## src/rtl/mdu_pkg.sv

```systemverilog
package mdu_pkg;
  localparam int OVS      = 16;
  localparam int OVS_W    = $clog2(OVS);
  localparam int DATA_W   = 8;
  localparam int IDX_W    = 4;

  typedef enum logic [1:0] {RX_IDLE, RX_START, RX_BITS, RX_WAITHI} rx_state_t;

  // number of bits after the start bit: data, optional marker, stop
  function automatic logic [IDX_W-1:0] tail_bits(input logic multidrop);
    return multidrop ? IDX_W'(DATA_W + 2) : IDX_W'(DATA_W + 1);
  endfunction
endpackage

```

## src/rtl/mdu_tick.sv

```systemverilog
module mdu_tick #(
  parameter int DIV = 4
) (
  input  logic clk,
  input  logic rst_n,
  output logic tick
);
  localparam int CW = (DIV > 1) ? $clog2(DIV) : 1;
  logic [CW-1:0] cnt;

  always_ff @(posedge clk or negedge rst_n) begin
    if (!rst_n) begin
      cnt  <= '0;
      tick <= 1'b0;
    end else if (cnt == CW'(DIV - 1)) begin
      cnt  <= '0;
      tick <= 1'b1;
    end else begin
      cnt  <= cnt + 1'b1;
      tick <= 1'b0;
    end
  end
endmodule

```

## src/rtl/mdu_tx.sv

```systemverilog
module mdu_tx
  import mdu_pkg::*;
(
  input  logic              clk,
  input  logic              rst_n,
  input  logic              tick,
  input  logic              multidrop,
  input  logic              wake,
  input  logic [DATA_W-1:0] data,
  input  logic              valid,
  output logic              ready,
  output logic              line
);
  localparam int SH_W = DATA_W + 3;

  logic             busy;
  logic [SH_W-1:0]  sh;
  logic [IDX_W-1:0] idx, last;
  logic [OVS_W-1:0] tcnt;

  assign ready = !busy;
  assign line  = busy ? sh[0] : 1'b1;

  always_ff @(posedge clk or negedge rst_n) begin
    if (!rst_n) begin
      busy <= 1'b0;
      sh   <= '1;
      idx  <= '0;
      last <= '0;
      tcnt <= '0;
    end else if (!busy) begin
      if (valid) begin
        busy <= 1'b1;
        sh   <= {1'b1, (multidrop ? wake : 1'b1), data, 1'b0};
        last <= tail_bits(multidrop);
        idx  <= '0;
        tcnt <= '0;
      end
    end else if (tick) begin
      if (tcnt == OVS_W'(OVS - 1)) begin
        tcnt <= '0;
        sh   <= {1'b1, sh[SH_W-1:1]};
        if (idx == last) busy <= 1'b0;
        else             idx  <= idx + 1'b1;
      end else begin
        tcnt <= tcnt + 1'b1;
      end
    end
  end


  busy_after_accept_chk: assert property (@(posedge clk) disable iff (!rst_n)
    (valid && ready) |=> !ready);

  idle_line_high_chk: assert property (@(posedge clk) disable iff (!rst_n)
    ready |-> line);
endmodule

```

## src/rtl/mdu_rx.sv

```systemverilog
module mdu_rx
  import mdu_pkg::*;
(
  input  logic              clk,
  input  logic              rst_n,
  input  logic              tick,
  input  logic              multidrop,
  input  logic              filter_on,
  input  logic              rxd,
  output logic [DATA_W-1:0] rx_data,
  output logic              rx_wake,
  output logic              rx_valid,
  input  logic              rx_ready,
  output logic              irq,
  output logic              err_frame,
  output logic              err_overrun
);
  rx_state_t        st;
  logic             s1, s2, md_f;
  logic [OVS_W-1:0] tcnt;
  logic [IDX_W-1:0] idx;
  logic [DATA_W:0]  bits;
  logic             done, ferr, drop, take;

  assign done = (st == RX_BITS) && tick && (tcnt == OVS_W'(OVS - 1)) &&
                (idx == tail_bits(md_f) - 1'b1);
  assign ferr = !s2;
  assign drop = md_f && filter_on && !bits[DATA_W];
  assign take = done && !ferr && !drop;

  always_ff @(posedge clk or negedge rst_n) begin
    if (!rst_n) begin
      s1 <= 1'b1;
      s2 <= 1'b1;
    end else begin
      s1 <= rxd;
      s2 <= s1;
    end
  end

  always_ff @(posedge clk or negedge rst_n) begin
    if (!rst_n) begin
      st   <= RX_IDLE;
      tcnt <= '0;
      idx  <= '0;
      bits <= '0;
      md_f <= 1'b0;
    end else if (tick) begin
      unique case (st)
        RX_IDLE: if (!s2) begin
          st   <= RX_START;
          tcnt <= '0;
          md_f <= multidrop;
        end
        RX_START: if (tcnt == OVS_W'(OVS / 2 - 1)) begin
          st   <= s2 ? RX_IDLE : RX_BITS;
          tcnt <= '0;
          idx  <= '0;
        end else tcnt <= tcnt + 1'b1;
        RX_BITS: if (tcnt == OVS_W'(OVS - 1)) begin
          tcnt <= '0;
          if (done) st <= s2 ? RX_IDLE : RX_WAITHI;
          else begin
            if (idx <= IDX_W'(DATA_W)) bits[idx] <= s2;
            idx <= idx + 1'b1;
          end
        end else tcnt <= tcnt + 1'b1;
        RX_WAITHI: if (s2) st <= RX_IDLE;
        default: st <= RX_IDLE;
      endcase
    end
  end

  always_ff @(posedge clk or negedge rst_n) begin
    if (!rst_n) begin
      rx_data     <= '0;
      rx_wake     <= 1'b0;
      rx_valid    <= 1'b0;
      irq         <= 1'b0;
      err_frame   <= 1'b0;
      err_overrun <= 1'b0;
    end else begin
      irq         <= 1'b0;
      err_overrun <= 1'b0;
      err_frame   <= done && ferr;
      if (rx_valid && rx_ready) rx_valid <= 1'b0;
      if (take) begin
        if (rx_valid && !rx_ready) begin
          err_overrun <= 1'b1;
        end else begin
          rx_data  <= bits[DATA_W-1:0];
          rx_wake  <= md_f && bits[DATA_W];
          rx_valid <= 1'b1;
          irq      <= 1'b1;
        end
      end
    end
  end


  hold_while_stalled_chk: assert property (@(posedge clk) disable iff (!rst_n)
    (rx_valid && !rx_ready) |=> (rx_valid && $stable(rx_data) && $stable(rx_wake)));

  irq_with_new_byte_chk: assert property (@(posedge clk) disable iff (!rst_n)
    $rose(rx_valid) |-> irq);

  filter_passes_address_only_chk: assert property (@(posedge clk) disable iff (!rst_n)
    (irq && $past(md_f && filter_on)) |-> rx_wake);

  frame_error_no_irq_chk: assert property (@(posedge clk) disable iff (!rst_n)
    err_frame |-> !irq);
endmodule

```

## src/rtl/mdu_uart.sv

```systemverilog
module mdu_uart
  import mdu_pkg::*;
#(
  parameter int TICK_DIV = 4
) (
  input  logic              clk,
  input  logic              rst_n,
  input  logic [1:0]        cfg_mode,
  input  logic              cfg_tx_wake,
  input  logic              cfg_rx_wake,
  input  logic              cfg_od_en,
  input  logic [DATA_W-1:0] tx_data,
  input  logic              tx_valid,
  output logic              tx_ready,
  output logic [DATA_W-1:0] rx_data,
  output logic              rx_wake,
  output logic              rx_valid,
  input  logic              rx_ready,
  output logic              irq,
  output logic              err_frame,
  output logic              err_overrun,
  input  logic              rxd,
  output logic              txd_o,
  output logic              txd_oe
);
  logic tick, line;
  logic multidrop;

  assign multidrop = cfg_mode[1];

  mdu_tick #(.DIV(TICK_DIV)) u_tick (.clk(clk), .rst_n(rst_n), .tick(tick));

  mdu_tx u_tx (
    .clk(clk), .rst_n(rst_n), .tick(tick), .multidrop(multidrop),
    .wake(cfg_tx_wake), .data(tx_data), .valid(tx_valid),
    .ready(tx_ready), .line(line)
  );

  mdu_rx u_rx (
    .clk(clk), .rst_n(rst_n), .tick(tick), .multidrop(multidrop),
    .filter_on(cfg_rx_wake), .rxd(rxd), .rx_data(rx_data),
    .rx_wake(rx_wake), .rx_valid(rx_valid), .rx_ready(rx_ready),
    .irq(irq), .err_frame(err_frame), .err_overrun(err_overrun)
  );

  assign txd_o  = cfg_od_en ? 1'b0 : line;
  assign txd_oe = cfg_od_en ? !line : 1'b1;


  od_release_on_one_chk: assert property (@(posedge clk) disable iff (!rst_n)
    (cfg_od_en && tx_ready) |-> !txd_oe);
endmodule

```

## config.mk

```make
export PLATFORM = sky130hd
export DESIGN_NAME = mdu_uart
export DESIGN_NICKNAME = d
export VERILOG_FILES = /design/src/rtl/mdu_pkg.sv /design/src/rtl/mdu_tick.sv /design/src/rtl/mdu_tx.sv /design/src/rtl/mdu_rx.sv /design/src/rtl/mdu_uart.sv
export SDC_FILE = /design/constraint.sdc
export NUM_CORES = 1
export LEC_CHECK = 0
export ABC_AREA = 0
export BUFFER_PORTS_ARGS = -buffer_cell sky130_fd_sc_hd__buf_2
export CORE_MARGIN = 1.5
export CORE_UTILIZATION = 40
export CTS_CLUSTER_DIAMETER = 30
export DETAILED_ROUTE_END_ITERATION = 8
export PLACE_DENSITY_LB_ADDON = 0.12
export SLEW_MARGIN = 15
export SYNTH_ARGS = -nofsm -noshare
export SYNTH_HDL_FRONTEND = slang
export SYNTH_SLANG_ARGS = --single-unit
```

## constraint.sdc

```tcl
create_clock -name clk -period 5.9 [get_ports clk]
set_input_delay 1.77 -clock clk [delete_from_list [all_inputs] [get_ports clk]]
set_output_delay 1.77 -clock clk [all_outputs]
set_load 0.005 [all_outputs]
```

==> impl_metrics.csv <==
group,metric,value,unit
clocking,numCtsBuffers,9,
route,drc,0,
global_routing,grt_usage,15.0,%
timing,rsz0062_at_grt,"no",
floorplanning,rows,30,
outcome,status,"completed",
route,met3_length,133,µm
job,timing.max_cap.violations,0,
timing,worst_pin_slew,1.12,ns
critical_path,ff2ff_setup_slack,2.82,ns
critical_path,critical_path_arrival,2.09,ns
synthesis,avgSynthCellArea,11.3,µm²
global_routing,antenna_found_initial,0,
floorplanning,start_util,42.2,%
clocking,clockRootBuffer,"clkbuf_8",
synthesis,ys.flop_type,"dfrtp_1",
route,vias,1982,
power,p_int,0.816,mW
synthesis,ys_seq_elements,60,
power,pwr-share-seq,48.8,%
synthesis,syn_nets,291,
global_routing,grt_pass1_vias,1910,
clocking,cts_resized,0,
global_routing,overflow,0,
timing,min_period_over_period,65.5,%
global_routing,grt_max_degree,61,
floorplanning,die_x,88.4,µm
synthesis,seq_area_frac_synth,52.0,%
synthesis,syn-cell-area,0.00292,mm²
route,vias_per_cell,4.99,
route,antenna_left,0,
floorplanning,core,0.00691,mm²
timing,slew_headroom,24.9,%
route,m1WireLength,2630,µm
synthesis,synth_largest_area_cell,"dfrtp_1",
synthesis,netlist.area_leader.share,41.2,%
synthesis,async_flop_share,100,%
floorplanning,die_height,88.4,µm
placed_design,gp_congestion,0.788,
power,clkPwrFrac,30.8,%
finish,drive_gt1_share,27.9,%
power,max-vdd-ir-drop,0.197,mV
power,switching_power,0.345,mW
synthesis,synthCells,259,
power,power_frac_comb,20.3,%
placed_design,dp_hpwl,3460,µm
clocking,cts_tree,"built",
global_routing,grt_first_pass_wirelength,8850,µm
route,top_layer,"met4",
floorplanning,pin_count,34,
timing,period_needed,3.86,ns
timing,setup_violations,0,
route,post_drt_wl_per_cell,13.1,µm
critical_path,crit_path_max_fanout,2,
power,power,1.16,mW
power,p_per_area,345,mW/mm²
finish,finalNetCount,328,
route,wl,5220,µm
timing,finalClockSkew,0.00897,ns
route,firstDrtPassIters,4,
clocking,clk_pin_slew,0.07,ns
finish,diodes,0,
route,drtIter0Drc,114,
critical_path,startpoint_type,"input pin",
placed_design,io_buffers,32,
clocking,cts_num_sinks,60,
worst_hold_path,hp-class,"flip-flop to flip-flop",
timing,slew_violations,0,
synthesis,synth_edf_count,0,
clocking,htreeDepth,3,
synthesis,ys_top_cells_by_area,"dfrtp_1 (41%), dfstp_2 (11%), ha_1 (6.0%)",
timing,tns,0,ns
power,leakagePower,1.59,nW
critical_path,end_kind,"output pin",
clocking,post_cts_buffers,0,
clocking,clockBufferDepth,2,
synthesis,synth.distinct_cells,46,
timing,hold_viol_final,0,
power,sw_frac_of_total,29.7,%
clocking,clock_latency,0.32,ns
timing,fmax,259,MHz
finish,synthToLayoutAreaGrowth,15.2,%
clocking,holdBufCountCts,0,
critical_path,path_class,"input pin to output pin",
critical_path,cp.required,4.13,ns
floorplanning,dieArea,0.00782,mm²
route,wl_met2,2370,µm
timing,whs,0.357,ns
synthesis,yosys_warnings,0,
==> layout by cell type, fill, tap and decap left out, types with 9 or more instances in the layout <==
cell type	count
buf_2	32
ha_1	14
mux2_2	11
nor2_1	18
mux2i_1	16
inv_1	9
a21oi_1	16
nand2_1	26
clkbuf_8	10
o21ai_0	9
dfrtp_1	48
dfstp_2	12
==> kinds of logic after synthesis <==
kind of cell / Yosys count / share of synthesized area [%]
adders and majority gates: 14 / 6.00
xor gates and xnor gates: 6 / 1.80
AOI/OAI and AO/OA: 43 / 9.13
DFF: 60 / 52.0
and+or+nand+nor: 83 / 14.6
muxes: 35 / 13.9
buffers and inverters: 18 / 2.66
==> Yosys cell counts, drive strengths merged (2+ instances only) <==
library cell   n
a31oi          3
nand2b         8
nand2         26
mux2          19
ha            14
clkbuf         5
nor2          18
mux2i         16
or4            2
dfstp         12
a21oi         16
nand3          7
nand4          5
xnor2          2
nor3           5
o21ai         10
o211ai         3
buf            3
nor4           2
o31ai          2
dfrtp         48
inv            9
xor2           4
or2            3
==> sequential cells by signal, summed over array words and instances, names as in the netlist, 3 cells and up <==
register	count
u_tx.idx	4
u_rx.tcnt	4
u_tx.sh	10
u_tx.tcnt	4
u_rx.bits	9
u_tx.last	3
u_rx.rx_data	8
u_rx.idx	4
==> power groups by stage <==
stage               clock network (mW)  logic, mW  registers, mW
floorplan                            0      0.186          0.557
global placement                     0      0.234          0.573
detailed placement                   0      0.237          0.575
CTS                              0.368      0.240          0.567
global route                     0.389      0.275          0.579
finish                           0.358      0.236          0.567
==> final timing paths <==
path,to,startpoint,cells past startpoint
setup / recovery,txd_o,cfg_od_en,3
hold / removal,u_rx.s2,u_rx.s1,0
setup reg to reg,u_rx.rx_data[5],u_rx.st[0],6
hold reg to reg,u_rx.s2,u_rx.s1,0
max in group asynchronous,u_tx.tcnt[0],rst_n,2
min in group asynchronous,u_rx.rx_data[2],rst_n,2
==> through the flow <==
stage                     setup slack, ns  util, %  cells  area, µm²
final                                2.04     48.7    397       3360
after global routing                 1.97     48.7    397       3360
after CTS                            2.03     48.7    397       3360
after detailed placement             2.03     45.9    381       3170
after global placement               2.04     45.9    381       3170
after floorplan                      2.23        -    259       2920
==> routing by layer <==
layer,global-route usage [%],up-vias
li1,-,985
met1,19.8,953
met2,23.3,34
met3,3.64,10
met4,6.96,0
met5,0,-
==> critical path: stages <==
cell and delay, ns:
buf_2 0.10, a21oi_1 0.10, buf_2 0.13
==> layout make-up <==
cell class / count / area [µm²]
Fill cell: 666 / 3550
Inverter: 10 / 37.5
Multi-Input combinational cell: 181 / 1320
Clock inverter: 2 / 35.0
Clock buffer: 14 / 153
Tap cell: 96 / 120
Timing Repair Buffer: 34 / 175
Sequential cell: 60 / 1520
No activity file was read; power rests on OpenSTA's default activity.
